`config.mk`:
```
export PLATFORM = sky130hd
export DESIGN_NAME = rx_msg_fifo
export DESIGN_NICKNAME = d
export VERILOG_FILES = /design/src/rtl/rxf_pkg.sv /design/src/rtl/rxf_ram.sv /design/src/rtl/rxf_intake.sv /design/src/rtl/rx_msg_fifo.sv
export SDC_FILE = /design/constraint.sdc
export NUM_CORES = 1
export LEC_CHECK = 0
export CAP_MARGIN = 5
export CORE_MARGIN = 8
export CORE_UTILIZATION = 45
export CTS_BUF_LIST = sky130_fd_sc_hd__clkbuf_16
export CTS_CLUSTER_DIAMETER = 30
export CTS_CLUSTER_SIZE = 12
export DETAILED_ROUTE_END_ITERATION = 10
export PLACE_DENSITY = 0.71
export SYNTH_ARGS = -nofsm -noshare
export SYNTH_HDL_FRONTEND = slang
export SYNTH_SLANG_ARGS = --single-unit
```
`constraint.sdc`:
```
create_clock -name clk -period 7.6 [get_ports clk]
set_input_delay 0.76 -clock clk [delete_from_list [all_inputs] [get_ports clk]]
set_output_delay 0.76 -clock clk [all_outputs]
set_load 0.02 [all_outputs]
```
`src/rtl/rxf_pkg.sv`:
```
package rxf_pkg;

  typedef enum logic [1:0] {
    IN_IDLE    = 2'd0,
    IN_STORE   = 2'd1,
    IN_DISCARD = 2'd2
  } intake_state_t;

  localparam logic [4:0] CMD_ADDR   = 5'h00;
  localparam logic [4:0] STAT_ADDR  = 5'h01;
  localparam logic [4:0] CTRL_ADDR  = 5'h02;
  localparam logic [4:0] COUNT_ADDR = 5'h03;
  localparam logic [4:0] START_ADDR = 5'h04;
  localparam int unsigned WIN_LEN   = 13;

  // Total stored length of a frame, derived from its descriptor byte.
  function automatic logic [4:0] frame_len(input logic [7:0] desc);
    logic [3:0] nd;
    nd = (desc[3:0] > 4'd8) ? 4'd8 : desc[3:0];
    if (desc[6]) nd = 4'd0;
    return 5'd1 + (desc[7] ? 5'd4 : 5'd2) + {1'b0, nd};
  endfunction

endpackage

```
`src/rtl/rxf_ram.sv`:
```
module rxf_ram #(
  parameter int unsigned ADDR_W = 6,
  parameter int unsigned DATA_W = 8
) (
  input  logic              clk,
  input  logic              we,
  input  logic [ADDR_W-1:0] waddr,
  input  logic [DATA_W-1:0] wdata,
  input  logic [ADDR_W-1:0] raddr_a,
  output logic [DATA_W-1:0] rdata_a,
  input  logic [ADDR_W-1:0] raddr_b,
  output logic [DATA_W-1:0] rdata_b
);
  localparam int unsigned DEPTH = 1 << ADDR_W;

  logic [DATA_W-1:0] mem_q [DEPTH];

  always_ff @(posedge clk) begin
    if (we) mem_q[waddr] <= wdata;
  end

  assign rdata_a = mem_q[raddr_a];
  assign rdata_b = mem_q[raddr_b];
endmodule

```
`src/rtl/rxf_intake.sv`:
```
module rxf_intake
  import rxf_pkg::*;
#(
  parameter int unsigned ADDR_W = 6
) (
  input  logic              clk,
  input  logic              rst_n,
  input  logic              fw_valid,
  input  logic [7:0]        fw_data,
  input  logic [ADDR_W:0]   free_bytes,
  output logic              ram_we,
  output logic [ADDR_W-1:0] ram_waddr,
  output logic [7:0]        ram_wdata,
  output logic              commit,
  output logic [4:0]        commit_len,
  output logic              drop
);
  localparam int unsigned FW = ADDR_W + 1;

  intake_state_t     state_q, state_n;
  logic [ADDR_W-1:0] wp_q, wp_n;
  logic [ADDR_W-1:0] wcur_q, wcur_n;
  logic [4:0]        rem_q, rem_n;
  logic [4:0]        len_q, len_n;
  logic [4:0]        new_len;
  logic              upd;

  always_comb begin
    state_n    = state_q;
    wp_n       = wp_q;
    wcur_n     = wcur_q;
    rem_n      = rem_q;
    len_n      = len_q;
    ram_we     = 1'b0;
    ram_waddr  = wcur_q;
    ram_wdata  = fw_data;
    commit     = 1'b0;
    commit_len = len_q;
    drop       = 1'b0;
    new_len    = frame_len(fw_data);
    if (fw_valid) begin
      unique case (state_q)
        IN_IDLE: begin
          rem_n = new_len - 5'd1;
          if (FW'(new_len) <= free_bytes) begin
            ram_we    = 1'b1;
            ram_waddr = wp_q;
            wcur_n    = wp_q + 1'b1;
            len_n     = new_len;
            state_n   = IN_STORE;
          end else begin
            drop    = 1'b1;
            state_n = IN_DISCARD;
          end
        end
        IN_STORE: begin
          ram_we = 1'b1;
          wcur_n = wcur_q + 1'b1;
          rem_n  = rem_q - 5'd1;
          if (rem_q == 5'd1) begin
            commit  = 1'b1;
            wp_n    = wcur_q + 1'b1;
            state_n = IN_IDLE;
          end
        end
        default: begin
          rem_n = rem_q - 5'd1;
          if (rem_q == 5'd1) state_n = IN_IDLE;
        end
      endcase
    end
  end

  assign upd = fw_valid;

  always_ff @(posedge clk or negedge rst_n) begin
    if (!rst_n) begin
      state_q <= IN_IDLE;
      wp_q    <= '0;
      wcur_q  <= '0;
      rem_q   <= '0;
      len_q   <= '0;
    end else if (upd) begin
      state_q <= state_n;
      wp_q    <= wp_n;
      wcur_q  <= wcur_n;
      rem_q   <= rem_n;
      len_q   <= len_n;
    end
  end

  AST_NO_PARTIAL: assert property (@(posedge clk) disable iff (!rst_n)
    (state_q == IN_DISCARD) |-> !commit) else $error("discarded frame committed");
endmodule

```
`src/rtl/rx_msg_fifo.sv`:
```
module rx_msg_fifo
  import rxf_pkg::*;
#(
  parameter int unsigned ADDR_W = 6
) (
  input  logic       clk,
  input  logic       rst_n,
  input  logic       fw_valid,
  input  logic [7:0] fw_data,
  input  logic [4:0] reg_addr,
  input  logic       reg_wr,
  input  logic [7:0] reg_wdata,
  output logic [7:0] reg_rdata,
  output logic       irq
);
  localparam int unsigned DEPTH = 1 << ADDR_W;
  localparam int unsigned CW    = ADDR_W + 1;

  logic [ADDR_W-1:0] rd_ptr_q, rd_ptr_n;
  logic [CW-1:0]     used_q, used_n;
  logic [CW-1:0]     cnt_q, cnt_n;
  logic              ovr_q, ovr_n;
  logic              gap_q, gap_n;
  logic              ien_q, ien_n;

  logic              ram_we, commit, drop;
  logic [ADDR_W-1:0] ram_waddr, win_addr;
  logic [7:0]        ram_wdata, win_data, head_desc;
  logic [4:0]        commit_len, rel_len;
  logic [CW-1:0]     free_bytes;
  logic              cmd_wr, rel_req, rel_ok, clr_ovr, rx_full, win_hit;

  assign free_bytes = CW'(DEPTH) - used_q;

  rxf_intake #(.ADDR_W(ADDR_W)) intake_i (
    .clk(clk), .rst_n(rst_n), .fw_valid(fw_valid), .fw_data(fw_data),
    .free_bytes(free_bytes), .ram_we(ram_we), .ram_waddr(ram_waddr),
    .ram_wdata(ram_wdata), .commit(commit), .commit_len(commit_len), .drop(drop)
  );

  rxf_ram #(.ADDR_W(ADDR_W), .DATA_W(8)) ram_i (
    .clk(clk), .we(ram_we), .waddr(ram_waddr), .wdata(ram_wdata),
    .raddr_a(win_addr), .rdata_a(win_data),
    .raddr_b(rd_ptr_q), .rdata_b(head_desc)
  );

  assign cmd_wr  = reg_wr && (reg_addr == CMD_ADDR);
  assign rel_req = cmd_wr && reg_wdata[0];
  assign rel_ok  = rel_req && (cnt_q != '0);
  assign clr_ovr = cmd_wr && reg_wdata[1];
  assign rel_len = frame_len(head_desc);

  always_comb begin
    used_n   = used_q + (commit ? CW'(commit_len) : '0) - (rel_ok ? CW'(rel_len) : '0);
    cnt_n    = cnt_q + (commit ? CW'(1) : '0) - (rel_ok ? CW'(1) : '0);
    rd_ptr_n = rel_ok ? rd_ptr_q + ADDR_W'(rel_len) : rd_ptr_q;
    gap_n    = rel_ok && (cnt_n != '0);
    ovr_n    = drop ? 1'b1 : (clr_ovr ? 1'b0 : ovr_q);
    ien_n    = (reg_wr && (reg_addr == CTRL_ADDR)) ? reg_wdata[0] : ien_q;
  end

  always_ff @(posedge clk or negedge rst_n) begin
    if (!rst_n) begin
      rd_ptr_q <= '0;
      used_q   <= '0;
      cnt_q    <= '0;
      ovr_q    <= 1'b0;
      gap_q    <= 1'b0;
      ien_q    <= 1'b0;
    end else begin
      if (commit || rel_ok) begin
        used_q <= used_n;
        cnt_q  <= cnt_n;
      end
      if (rel_ok) rd_ptr_q <= rd_ptr_n;
      if (drop || clr_ovr) ovr_q <= ovr_n;
      if (reg_wr) ien_q <= ien_n;
      gap_q <= gap_n;
    end
  end

  assign rx_full = (cnt_q != '0) && !gap_q;
  assign irq     = ien_q && rx_full;

  assign win_hit  = reg_addr[4] && (32'(reg_addr[3:0]) < WIN_LEN);
  assign win_addr = rd_ptr_q + ADDR_W'(reg_addr[3:0]);

  always_comb begin
    if (win_hit) reg_rdata = win_data;
    else begin
      unique case (reg_addr)
        CMD_ADDR:   reg_rdata = 8'hFF;
        STAT_ADDR:  reg_rdata = {6'd0, ovr_q, rx_full};
        CTRL_ADDR:  reg_rdata = {7'd0, ien_q};
        COUNT_ADDR: reg_rdata = 8'(cnt_q);
        START_ADDR: reg_rdata = 8'(rd_ptr_q);
        default:    reg_rdata = 8'h00;
      endcase
    end
  end

  AST_USED_BOUND: assert property (@(posedge clk) disable iff (!rst_n)
    used_q <= CW'(DEPTH)) else $error("occupancy above storage size");
  AST_EMPTY_NO_FULL: assert property (@(posedge clk) disable iff (!rst_n)
    (cnt_q == '0) |-> ((reg_addr != STAT_ADDR) || !reg_rdata[0])) else $error("empty shows full");
  AST_EMPTY_NO_BYTES: assert property (@(posedge clk) disable iff (!rst_n)
    (cnt_q == '0) |-> (used_q == '0)) else $error("bytes held with no frame");
  AST_GAP_AFTER_REL: assert property (@(posedge clk) disable iff (!rst_n)
    (rel_ok && (cnt_q > CW'(1))) |=> !rx_full) else $error("status not cleared after release");
  AST_IRQ_EMPTY: assert property (@(posedge clk) disable iff (!rst_n)
    (cnt_q == '0) |-> !irq) else $error("irq with empty queue");
  AST_PTR_HOLD: assert property (@(posedge clk) disable iff (!rst_n)
    !rel_ok |=> $stable(rd_ptr_q)) else $error("start pointer moved without release");
  AST_OVR_HOLD: assert property (@(posedge clk) disable iff (!rst_n)
    (ovr_q && !clr_ovr) |=> ovr_q) else $error("overrun flag lost");
  AST_DROP_COUNT: assert property (@(posedge clk) disable iff (!rst_n)
    (drop && !rel_ok) |=> $stable(cnt_q)) else $error("dropped frame counted");
  AST_REL_EMPTY: assert property (@(posedge clk) disable iff (!rst_n)
    (rel_req && (cnt_q == '0)) |=> $stable(rd_ptr_q)) else $error("release on empty moved pointer");
endmodule

```
## Word level (Yosys, flattened, before mapping)

Memories as Yosys holds them, arrays and structs flattened.
Cells that the tools add are included.

- Reduce and logical (&&, ||, !) cells: 25
- Eq/ne operators: 7
- Mux-type cells: 34
- Magnitude comparators: 4
- Add/sub/neg operators: 15

Operators by type and width:

| kind | number |
|---|---|
| 8-bit case mux with 5 select lines | 1 |
| 6-bit two-way mux | 4 |
| 4-bit two-way mux | 4 |
| 5-bit two-way mux | 3 |
| 1-bit two-way mux | 14 |
| 7-bit nonzero test | 2 |
| 6-bit by 1-bit adder with 6-bit output (second input constant) | 2 |
| 6-bit case mux with 2 select lines | 1 |
| 5-bit by 1-bit == test with 1-bit output (second input constant) | 2 |
| 5-bit by 2-bit == test with 1-bit output (second input constant) | 2 |
| 5-bit by 1-bit subtractor with 5-bit output (second input constant) | 2 |
| 1-bit logical AND | 9 |
| 3-bit AND reduction | 3 |
| 4-bit > comparator (second input constant) | 2 |
| 8-bit two-way mux | 1 |
| 7-bit by 1-bit adder with 7-bit output | 1 |
| 7-bit by 5-bit adder with 7-bit output | 1 |
| 5-bit by 7-bit <= comparator with 1-bit output | 1 |
| 7-bit by 1-bit subtractor with 7-bit output | 1 |
| 7-bit by 5-bit subtractor with 7-bit output | 1 |
| 7-bit subtractor (first input constant) | 1 |
| 6-bit by 4-bit adder with 6-bit output | 1 |
| 6-bit by 5-bit adder with 6-bit output | 1 |
| 2-bit two-way mux | 3 |
| other kinds (16) | 22 |

- Memories: 1
- Memory bits (writable): 512
- Bits in registers: 47
- Bits of input ports: 25

Memory list:

| name | words | bits a word | rd ports | clocked after memory_dff | wr ports | line | source |
|---|---|---|---|---|---|---|---|
| ram_i.mem_q | 64 | 8 | 2 | 0 | 1 | rxf_ram.sv:16 | `logic [DATA_W-1:0] mem_q [DEPTH];` |

## Depth between registers and ports, before layout

Gate-level depths: netlist of run 1.

- Word-level depth: 10
- Gate-level depth with buffers: 24

## Cells and area by module

From an unflattened synthesis of run 1, not the netlist that was laid out.

- Cells, all modules: 1,660
- Area, all modules: 28,155.8 um^2

By module, submodules not included:

| module | sequential area each (um^2) | times used | area each (um^2) | cells each |
|---|---|---|---|---|
| rxf_ram | 15,374.7 | 1 | 23,954.2 | 1,195 |
| rx_msg_fifo | 575.6 | 1 | 2,382.3 | 266 |
| rxf_intake | 600.6 | 1 | 1,819.2 | 199 |

## Worst setup path after synthesis of run 1

No wires, ideal clock.

- Path kind: reg-to-reg
- From: reg rd_ptr_q[0]
- To: reg used_q[6]
- Buffers on the path: 3
- Clock period less this slack: 5.379 ns
- Data arrival time: 5.300 ns
- Library setup time: 0.079 ns
- Stages on the path, launching flop included: 21
- Setup slack: 2.221 ns
- Data required time: 7.521 ns
- Cell sequence: dfrtp_1 > buf_6 > buf_4 > buf_2 > mux4_2 > mux4_2 > mux4_2 > and3_1 > ha_1 > or2_2 > mux2i_1 > a211oi_2 > fa_1 > inv_1 > ha_1 > o21ai_0 > a21boi_0 > o21a_1 > or3_1 > a21oi_1 > xor2_1

- Word-level cells in the longest chain between the ends: 7

RTL lines:

| element | line | source |
|---|---|---|
| start, declared | rx_msg_fifo.sv:19 | `logic [ADDR_W-1:0] rd_ptr_q, rd_ptr_n;` |
| start signal, assigned | rx_msg_fifo.sv:75 | `if (rel_ok) rd_ptr_q <= rd_ptr_n;` |
| memory read 64 x 8 bit * | - |  |
| 4-bit > comparator | rxf_pkg.sv:19 | `nd = (desc[3:0] > 4'd8) ? 4'd8 : desc[3:0];` |
| 4-bit two-way mux | rxf_pkg.sv:19 |  |
| 4-bit two-way mux | rxf_pkg.sv:20 | `if (desc[6]) nd = 4'd0;` |
| 4-bit by 4-bit adder with 5-bit output * | rxf_pkg.sv:21 | `return 5'd1 + (desc[7] ? 5'd4 : 5'd2) + {1'b0, nd};` |
| 5-bit two-way mux * | rx_msg_fifo.sv:54 | `used_n = used_q + (commit ? CW'(commit_len) : '0) - (rel_ok ? CW'(rel_len) : '0);` |
| 7-bit by 5-bit subtractor with 7-bit output * | rx_msg_fifo.sv:54 |  |
| end signal, assigned | rx_msg_fifo.sv:72 | `used_q <= used_n;` |
| end, declared | rx_msg_fifo.sv:20 | `logic [CW-1:0] used_q, used_n;` |

Every way passes the cells marked *; elsewhere a longest branch is shown, timed or not.
A chain may end at the register's enable or synchronous reset.

## Final worst setup path of run 1

- From: reg rd_ptr_q[0]
- To: out reg_rdata[5]

- Word-level cells in the longest chain between the ends: 3

RTL lines:

| element | line | source |
|---|---|---|
| 6-bit by 4-bit adder with 6-bit output | rx_msg_fifo.sv:86 | `assign win_addr = rd_ptr_q + ADDR_W'(reg_addr[3:0]);` |
| memory read 64 x 8 bit | - |  |
| 8-bit two-way mux | rx_msg_fifo.sv:89 | `if (win_hit) reg_rdata = win_data;` |
| end, declared | rx_msg_fifo.sv:13 | `output logic [7:0] reg_rdata,` |

No other way between the ends.

==> results.md, run 1 <==
Status:
- The flow ran to the end, and the final reports show no timing, DRC or antenna violations.

Placed design:
- The HPWL after detailed placement is 46.3 mm.
- The number of port buffers is 27.
- The final weighted congestion in routability-driven placement is 0.916.

Yosys:
- The share of the Yosys chip area taken by registers is 0.599.
- The post-synthesis average cell area is 18.1 sq um.
- The post-synth net total is 1602.
- In the synthesized netlist the dominant register cell turns out to be sky130_fd_sc_hd__edfxtp_1.
- After synthesis the netlist holds a flip-flop and latch count of 559.
- Synthesis produced a netlist whose cell count is 1526.
- The unique cell type count in the Yosys netlist is 82.
- Yosys printed 0 warnings.
- Counting flops with a built-in enable in the synthesized netlist gives 512.
- The summed instance area of the synthesized netlist is 0.0276 sq mm.
- In the synthesized netlist the async set-or-reset flop fraction comes to 0.0841.

Power:
- The switching power total is 4510 uW.
- The peak ir drop on the vdd network is 281 uV.
- The clock network power share is 0.370.
- Of the total power, combinational logic draws 0.348.
- The fraction of power spent switching nets is 0.333.
- Dividing total power by cell area gives a power density of 411 mW/mm^2.
- The analysis attributes to cell leakage a power of 0.0110 uW.
- The sequential share of power is 0.282.
- The internal power summed over all cells is 9030 uW.

Floorplan:
- The core area is 0.0613 sq mm.
- The chip width is 264 microns.
- The initial utilization of the core area, before any placement, comes to 0.451.
- 34 I/O pins were placed.
- The die is 264 microns tall.
- After floorplanning, the core was divided into 91 placement rows.
- The floorplan step defined a die boundary enclosing 0.0696 sq mm.

Layout:
- The number of diodes is 0.
- The most common cell after layout, fill and taps aside is sky130_fd_sc_hd__edfxtp_1.
- The filler cell count is 4688.
- For this run, the post-layout net count is 1736.
- Of the cells placed in the final design, the portion with a size suffix greater than 1 is 0.345.
- In the layout the commonest cells are 512 x sky130_fd_sc_hd__edfxtp_1, 270 x sky130_fd_sc_hd__mux4_2, 114 x sky130_fd_sc_hd__clkbuf_16.
- The area growth from synthesis to final layout is 19.4%.

Route:
- For this run, the detailed router's first-pass iteration total came to 7.
- Using the TritonRoute via totals, the vias-per-cell ratio works out to 6.45.
- The remaining routing DRC violations is 0.
- The average routed wire per standard cell is 29.0 microns.
- Once detail routing completed, the nets flagged for antenna violations numbered 0.
- For this block, the via count after detailed routing is 16.4k.
- The starting DRC count in detailed routing is 1899.
- The final routed wirelength across all metal layers is 73.7 mm.

Critical path:
- STA classifies the critical path startpoint as a register.
- The endpoint of the worst-slack reg-to-reg timing path is used_q[6].
- The worst setup path is captured at a primary output.
- The number of cell instances on the worst register-to-register path is 19.
- The data arrival at the endpoint of the critical path is 5.82 ns.
- Of all nets on the critical path, the largest fanout is 42.
- The worst reg-to-reg setup slack is 1.14 ns.
- The setup path with the least slack is of type reg -> out.
- The worst flop-to-flop path startpoint is rd_ptr_q[0].
- The required time reported for the critical path endpoint is 6.84 ns.

Clocking:
- The insertion delay to the later sink of the worst-skew pair is 0.67 ns.
- Gates resized during post-CTS repair numbered 0.
- CTS built an H-tree with a depth of 3.
- Post-CTS timing repair inserted 0 buffers for setup.
- The clock tree buffer depth is 3.
- The cts-stage hold buffer count is 0.
- The tree is rooted in a sky130_fd_sc_hd__clkbuf_16.
- The clock sink total is 559.
- The CTS tree is done.
- The number of buffers added by the clock tree synthesis step is 114.
- Clock-pin slew was measured on the worst setup and hold paths at 0.05 ns.

Global route:
- The first-pass GRT wire length is 110 mm.
- The pin count of the biggest net entering global routing is 67.
- For this run, the total global-route usage over all layers was measured as 0.210.
- The number of global-route vias before repair is 16.8k.
- The initial antenna violation count is 0.
- The total overflow left after global routing is 0.

STA:
- Of the available clock period, the critical path in the final layout requires 0.866.
- The final number of max-transition violations was 0.
- The final-report setup violation count is 0.
- The minimum hold slack is 0.194 ns.
- The highest attainable clock frequency is 0.152 GHz.
- The total count of hold-check failures in the final report is 0.
- The smallest clock period supported by the final layout is computed as 6.58 ns.
- Across the routed clock network, the largest skew measured is 0.0333 ns.
- In the final timing run, aggregate negative setup slack is 0 ns.
- The slew of the pin with the lowest slew margin is 1.26 ns.
- Setup repair after global routing left no endpoint under its margin.
- Headroom to the max-slew limit came out at 0.160.

Min path:
- The path class of the tightest hold or removal check is in -> async.

Job:
- The number of maximum-capacitance violations is 0.
logic make-up (layout without fill, tap and decap cells):
logic type / after synthesis / count (layout) / share of synthesized area
xor gates and xnor gates: 34 / 34 / 0.0108
and+or+nand+nor: 175 / 175 / 0.0328
DFF: 559 / 559 / 0.599
adders and majority gates: 51 / 51 / 0.0258
AOI/OAI and AO/OA: 229 / 229 / 0.0620
buffers and inverters: 157 / 386 / 0.0302
muxes: 321 / 321 / 0.239
worst max-delay path by stage:
stage,startpoint,end,slack (ns),depth (start not counted)
floorplan,rd_ptr_q[0],used_q[6],2.22,20
global placement,rd_ptr_q[0],used_q[6],1.22,19
detailed placement,rd_ptr_q[0],used_q[6],1.22,19
CTS,rd_ptr_q[0],reg_rdata[4],1.03,9
global route,rd_ptr_q[0],used_q[6],0.77,19
finish,rd_ptr_q[0],reg_rdata[5],1.02,9
registers in the layout, indices dropped and copies added (netlist names):
name and count:
ram_i.mem_q 512, cnt_q 7, used_q 7, intake_i.wcur_q 6
intake_i.wp_q 6, rd_ptr_q 6, intake_i.commit_len 5, intake_i.rem_q 5
intake_i.state_q 2, gap_q 1, ien_q 1, ovr_q 1
per-stage QoR:
step | util | instances | instance area [sq um] | worst slack [ns] | total power (uW)
2_1_floorplan | - | 1526 | 27600 | 2.22 | 7120
3_3_place_gp | 0.474 | 2334 | 29000 | 1.22 | 8460
3_5_place_dp | 0.474 | 2334 | 29000 | 1.22 | 8550
4_1_cts | 0.539 | 2545 | 33000 | 1.03 | 13600
5_1_grt | 0.539 | 2545 | 33000 | 0.770 | 14100
6_report | 0.539 | 2545 | 33000 | 1.02 | 13500
final cells by class:
class                      count  area (sq um)  area share
tap                          790           988      0.0300
clock buffer                 114          2850      0.0865
timing repair buffer         123          1010      0.0306
inverter                      52           195     0.00592
clock inverter                97          1090      0.0332
multi-input combinational    810         10300       0.312
sequential                   559         16600       0.502
power by group through the flow:
stage	logic (uW)	registers [uW]	clock network, uW
final	4720	3820	5010
after global placement	4610	3850	0
after CTS	4720	3810	5060
after detailed placement	4680	3860	0
after floorplan	3420	3690	0
after global routing	5000	3840	5220
synth_stat cells (12+ instances only):
| cell | n | share of area |
|---|---|---|
| sky130_fd_sc_hd__a211oi_1 | 14 | 0.0038 |
| sky130_fd_sc_hd__a21oi_1 | 43 | 0.0078 |
| sky130_fd_sc_hd__a221oi_1 | 51 | 0.016 |
| sky130_fd_sc_hd__a22oi_1 | 17 | 0.0046 |
| sky130_fd_sc_hd__buf_1 | 19 | 0.0026 |
| sky130_fd_sc_hd__clkbuf_1 | 45 | 0.0061 |
| sky130_fd_sc_hd__dfrtp_1 | 47 | 0.043 |
| sky130_fd_sc_hd__edfxtp_1 | 512 | 0.56 |
| sky130_fd_sc_hd__ha_1 | 41 | 0.019 |
| sky130_fd_sc_hd__inv_1 | 51 | 0.0069 |
| sky130_fd_sc_hd__mux2_2 | 18 | 0.0073 |
| sky130_fd_sc_hd__mux2i_1 | 33 | 0.012 |
| sky130_fd_sc_hd__mux4_2 | 270 | 0.22 |
| sky130_fd_sc_hd__nand2_1 | 44 | 0.0060 |
| sky130_fd_sc_hd__nor2_1 | 44 | 0.0060 |
| sky130_fd_sc_hd__nor2b_1 | 12 | 0.0027 |
| sky130_fd_sc_hd__o21ai_0 | 28 | 0.0051 |
| sky130_fd_sc_hd__xnor2_1 | 23 | 0.0073 |
metal layers:
metal | routed length, microns | global-route usage | part of all wire | vias to the layer above
li1 | - | - | - | 6772
met1 | 28900 | 0.278 | 0.39 | 8607
met2 | 36200 | 0.342 | 0.49 | 867
met3 | 6110 | 0.0434 | 0.083 | 158
met4 | 2590 | 0.0779 | 0.035 | 0
met5 | 0 | 0 | 0 | -
critical path, cell delays in order (launching register included):
cell                              delay (ns)
sky130_fd_sc_hd__dfrtp_4                0.80
sky130_fd_sc_hd__ha_4                   0.32
sky130_fd_sc_hd__fa_4                   1.06
sky130_fd_sc_hd__buf_4                  0.37
sky130_fd_sc_hd__mux4_2                 0.35
sky130_fd_sc_hd__mux4_2                 0.59
sky130_fd_sc_hd__mux2i_1                0.48
sky130_fd_sc_hd__mux2i_1                0.17
sky130_fd_sc_hd__a221o_1                0.40
sky130_fd_sc_hd__clkdlybuf4s50_1        0.56
Power figures use the tool's default switching activity.
==> run 2, diff against run 1 <==
--- a/config.mk
+++ b/config.mk
@@ -14,2 +14,3 @@
 export DETAILED_ROUTE_END_ITERATION = 10
+export GPL_ROUTABILITY_DRIVEN = 0
 export PLACE_DENSITY = 0.71
==> constraint.sdc (replaced) <==
create_clock -name clk -period 7.6 [get_ports clk]
set_input_delay 1.52 -clock clk [delete_from_list [all_inputs] [get_ports clk]]
set_output_delay 1.52 -clock clk [all_outputs]
set_load 0.02 [all_outputs]
==> run 2 against run 1 <==
Net effect: critical path depth is 1 higher; final area is 0.53% higher; routed wire length is 0.63% higher; sequential share of layout area is 0.27 points lower; final cell count is 0.75% higher; maximum frequency is 11% lower; combinational power is 2% higher.
==> results.md, run 2 (same netlist as run 1, synthesis figures left out) <==
Status:
- The run finished with clean final reports.

Critical path:
- The critical setup path kind is in -> out.
- The worst setup path is captured at a primary output.
- The maximum fanout along the worst path came to 23 (-45%).
- The kind of start point of the critical path is a primary input.
- The worst flop-to-flop path startpoint is rd_ptr_q[0].
- The required time reported for the critical path endpoint was 6.08 ns (-0.76 ns).
- The endpoint of the worst-slack reg-to-reg timing path is used_q[6].
- The data arrival at the endpoint of the critical path is 5.91 ns (+0.09 ns).
- The number of cell instances on the worst register-to-register path is 19 (unchanged).
- The worst reg-to-reg setup slack is 1.00 ns (-0.14 ns).

Placed design:
- The placed wire-length estimate came to 47.5 mm (+2.6%).
- The number of port buffers came to 27 (unchanged).
- The post-placement worst setup slack was 0.238 ns (-0.985 ns).
- The area after detailed placement was 0.0293 sq mm (+0.89%).

Min path:
- The min-delay analysis places its worst path in the category reg -> reg.
- The hold-critical path endpoint is ovr_q.
- The source of the worst hold timing path is ovr_q.
- Counting instances, the worst hold path has a depth of 1.

STA:
- The highest attainable clock frequency was 0.135 GHz (-11%).
- The least setup slack across all paths after layout came to 0.169 ns (-0.852 ns).
- The slew of the pin with the lowest slew margin is 1.17 ns (-0.0898 ns).
- The time the final worst path needs with I/O delays and setup is 7.43 ns (+0.852 ns).
- Setup repair after global routing left no endpoint under its margin.
- The setup TNS is 0 ns (unchanged).
- The maximum clock skew at final layout came to 0.0253 ns (-0.00795 ns).
- The final number of max-transition violations came to 0 (unchanged).
- The final-report setup violation count is 0 (unchanged).
- The final critical-path share of the clock period is 0.978 (+0.112).
- The total count of hold-check failures in the final report is 0 (unchanged).
- The worst slew margin relative to its limit is 0.220 (+0.0598).

Floorplan:
- The cell row count is 91 (unchanged).
- The die span in y was 264 microns (unchanged).
- The I/O pin count came to 34 (unchanged).
- The chip width is 264 microns (unchanged).
- The effective utilization at floorplan is 0.451 (unchanged).
- The floorplan die area came to 0.0696 sq mm (unchanged).
- The core area is 0.0613 sq mm (unchanged).

Clocking:
- The CTS tree is done.
- The number of post-CTS setup repair buffers is 0 (unchanged).
- The clock tree buffer depth is 3 (unchanged).
- The number of buffers added by the clock tree synthesis step is 112 (-1.8%).
- The CTS H-tree depth is 3 (unchanged).
- The cts-stage hold buffer count is 0 (unchanged).
- The insertion delay to the later sink of the worst-skew pair was 0.66 ns (about the same).
- The clock sink total was 559 (unchanged).
- The clock transition at the registers of the reported paths is 0.05 ns (about the same).
- The buffer cell driving the clock tree root is sky130_fd_sc_hd__clkbuf_16.
- The post-cts resize count is 0 (unchanged).

Layout:
- The area growth from synthesis to layout is 20.1%.
- The fraction of layout cells with a size suffix above 1 was 0.355 (+0.0106).
- The area occupied by registers is 0.0166 sq mm (unchanged).
- The final core utilization was 0.542 (+0.00286).
- In the final layout, the registers with the most flip-flops are ram_i.mem_q x512, cnt_q x7, used_q x7.
- The filler cell count is 4611 (-1.6%).
- The final standard cell area without fillers is 0.0332 sq mm (+0.53%).
- The top cell types in the final layout, fill and taps aside, are 512 x sky130_fd_sc_hd__edfxtp_1, 270 x sky130_fd_sc_hd__mux4_2, 113 x sky130_fd_sc_hd__clkbuf_16.
- The combined area of the multi-input logic cells is 0.0103 sq mm (about the same).
- The final net count is 1754 (+1.0%).
- Leaving out fill and tap cells, the most frequent cell in the layout is sky130_fd_sc_hd__edfxtp_1.
- The register with the most flip-flops is ram_i.mem_q.
- The number of flip-flops in the largest register is 512 (unchanged).

Route:
- The met3 wire length was 6.92 mm (+13%).
- The highest routing layer actually used is met4.
- The starting DRC count in detailed routing came to 1926 (+1.4%).
- The amount of wire on met2 after detailed routing came to 35.7 mm (-1.4%).
- The final routed wirelength across all metal layers came to 74.2 mm (+0.63%).
- The met1 layer wirelength in the final routing was 27.6 mm (-4.3%).
- The average routed wire per standard cell was 28.9 microns (-0.12%).
- The first-pass iteration count of the detailed router came to 5 (-2).
- The remaining routing DRC violations was 0 (unchanged).
- The via count of the routed design came to 16.6k (+1.2%).
- The post-detailed-route via-to-cell ratio came to 6.48 (+0.48%).
- The remaining number of nets flagged by the antenna check after routing is 0 (unchanged).

Global route:
- The initial antenna violation count is 1 (+1).
- The pin count of the biggest net entering global routing came to 66 (-1.5%).
- The number of global-route vias before repair is 17.1k (+2.0%).
- The overall overflow remaining after global route is 0 (unchanged).
- The first-pass GRT wire length was 111 mm (+1.2%).
- The overall track demand over capacity in global routing came to 0.213 (+0.00282).

Power:
- The leakage power figure is 0.0111 uW (+1.0%).
- The areal power density over the cells is 411 mW/mm^2 (+0.14%).
- The peak ir drop on the vdd network was 196 uV (-30%).

Job:
- The number of maximum-capacitance violations is 0 (unchanged).
==> run 2: cell types whose count changed in the layout (fill, tap and decap cells not counted), sizes merged <==
cell / before / now
diode: 0 / 1
buf: 105 / 125
clkbuf: 114 / 113
inv: 77 / 83
bufinv: 17 / 16
clkinv: 46 / 40
==> run 2: layout make-up <==
type	instances	area share
Antenna cell	1	0.0000754
Sequential cell	559	0.499
Multi-Input combinational cell	810	0.310
Clock inverter	96	0.0312
Timing Repair Buffer	143	0.0383
Tap cell	790	0.0298
Clock buffer	113	0.0852
Inverter	52	0.00588
==> run 2: worst max path at each step <==
stage                start           end  slack, ns
2_1_floorplan  reg_addr[0]  reg_rdata[5]       1.78
3_3_place_gp   reg_addr[0]  reg_rdata[5]       0.25
3_5_place_dp   reg_addr[0]  reg_rdata[5]       0.24
4_1_cts        reg_addr[0]  reg_rdata[5]       0.23
5_1_grt        reg_addr[0]  reg_rdata[3]       0.12
6_report       reg_addr[0]  reg_rdata[7]       0.17
==> run 2: metrics by stage <==
step / std cells / hold WS (ns) / power, uW
6_report: 2564 / 0.477 / 13600
2_1_floorplan: 1526 / 0.449 / 7120
4_1_cts: 2563 / 0.479 / 13700
5_1_grt: 2563 / 0.507 / 14100
3_3_place_gp: 2354 / 0.466 / 8580
3_5_place_dp: 2354 / 0.468 / 8680
==> run 2: power breakdown <==
part | total [uW] | switching [uW] | internal, uW
sequential | 3880 | 324 | 3560
clock | 4940 | 1670 | 3270
combinational | 4820 | 2550 | 2270
total | 13600 | 4550 | 9090
==> run 2: worst max-delay path, stage by stage <==
cell                              delay, ns
sky130_fd_sc_hd__clkdlybuf4s50_1       0.49
sky130_fd_sc_hd__ha_4                  0.21
sky130_fd_sc_hd__fa_4                  1.01
sky130_fd_sc_hd__buf_12                0.24
sky130_fd_sc_hd__mux4_2                0.33
sky130_fd_sc_hd__mux4_2                0.53
sky130_fd_sc_hd__mux2i_1               0.53
sky130_fd_sc_hd__mux2i_1               0.19
sky130_fd_sc_hd__a22o_1                0.28
sky130_fd_sc_hd__clkdlybuf4s50_1       0.55
==> run 2: per-layer routing <==
layer,vias to the layer above,global-route usage
li1,6802,-
met1,8665,0.269
met2,940,0.340
met3,199,0.0521
met4,0,0.111
met5,-,0
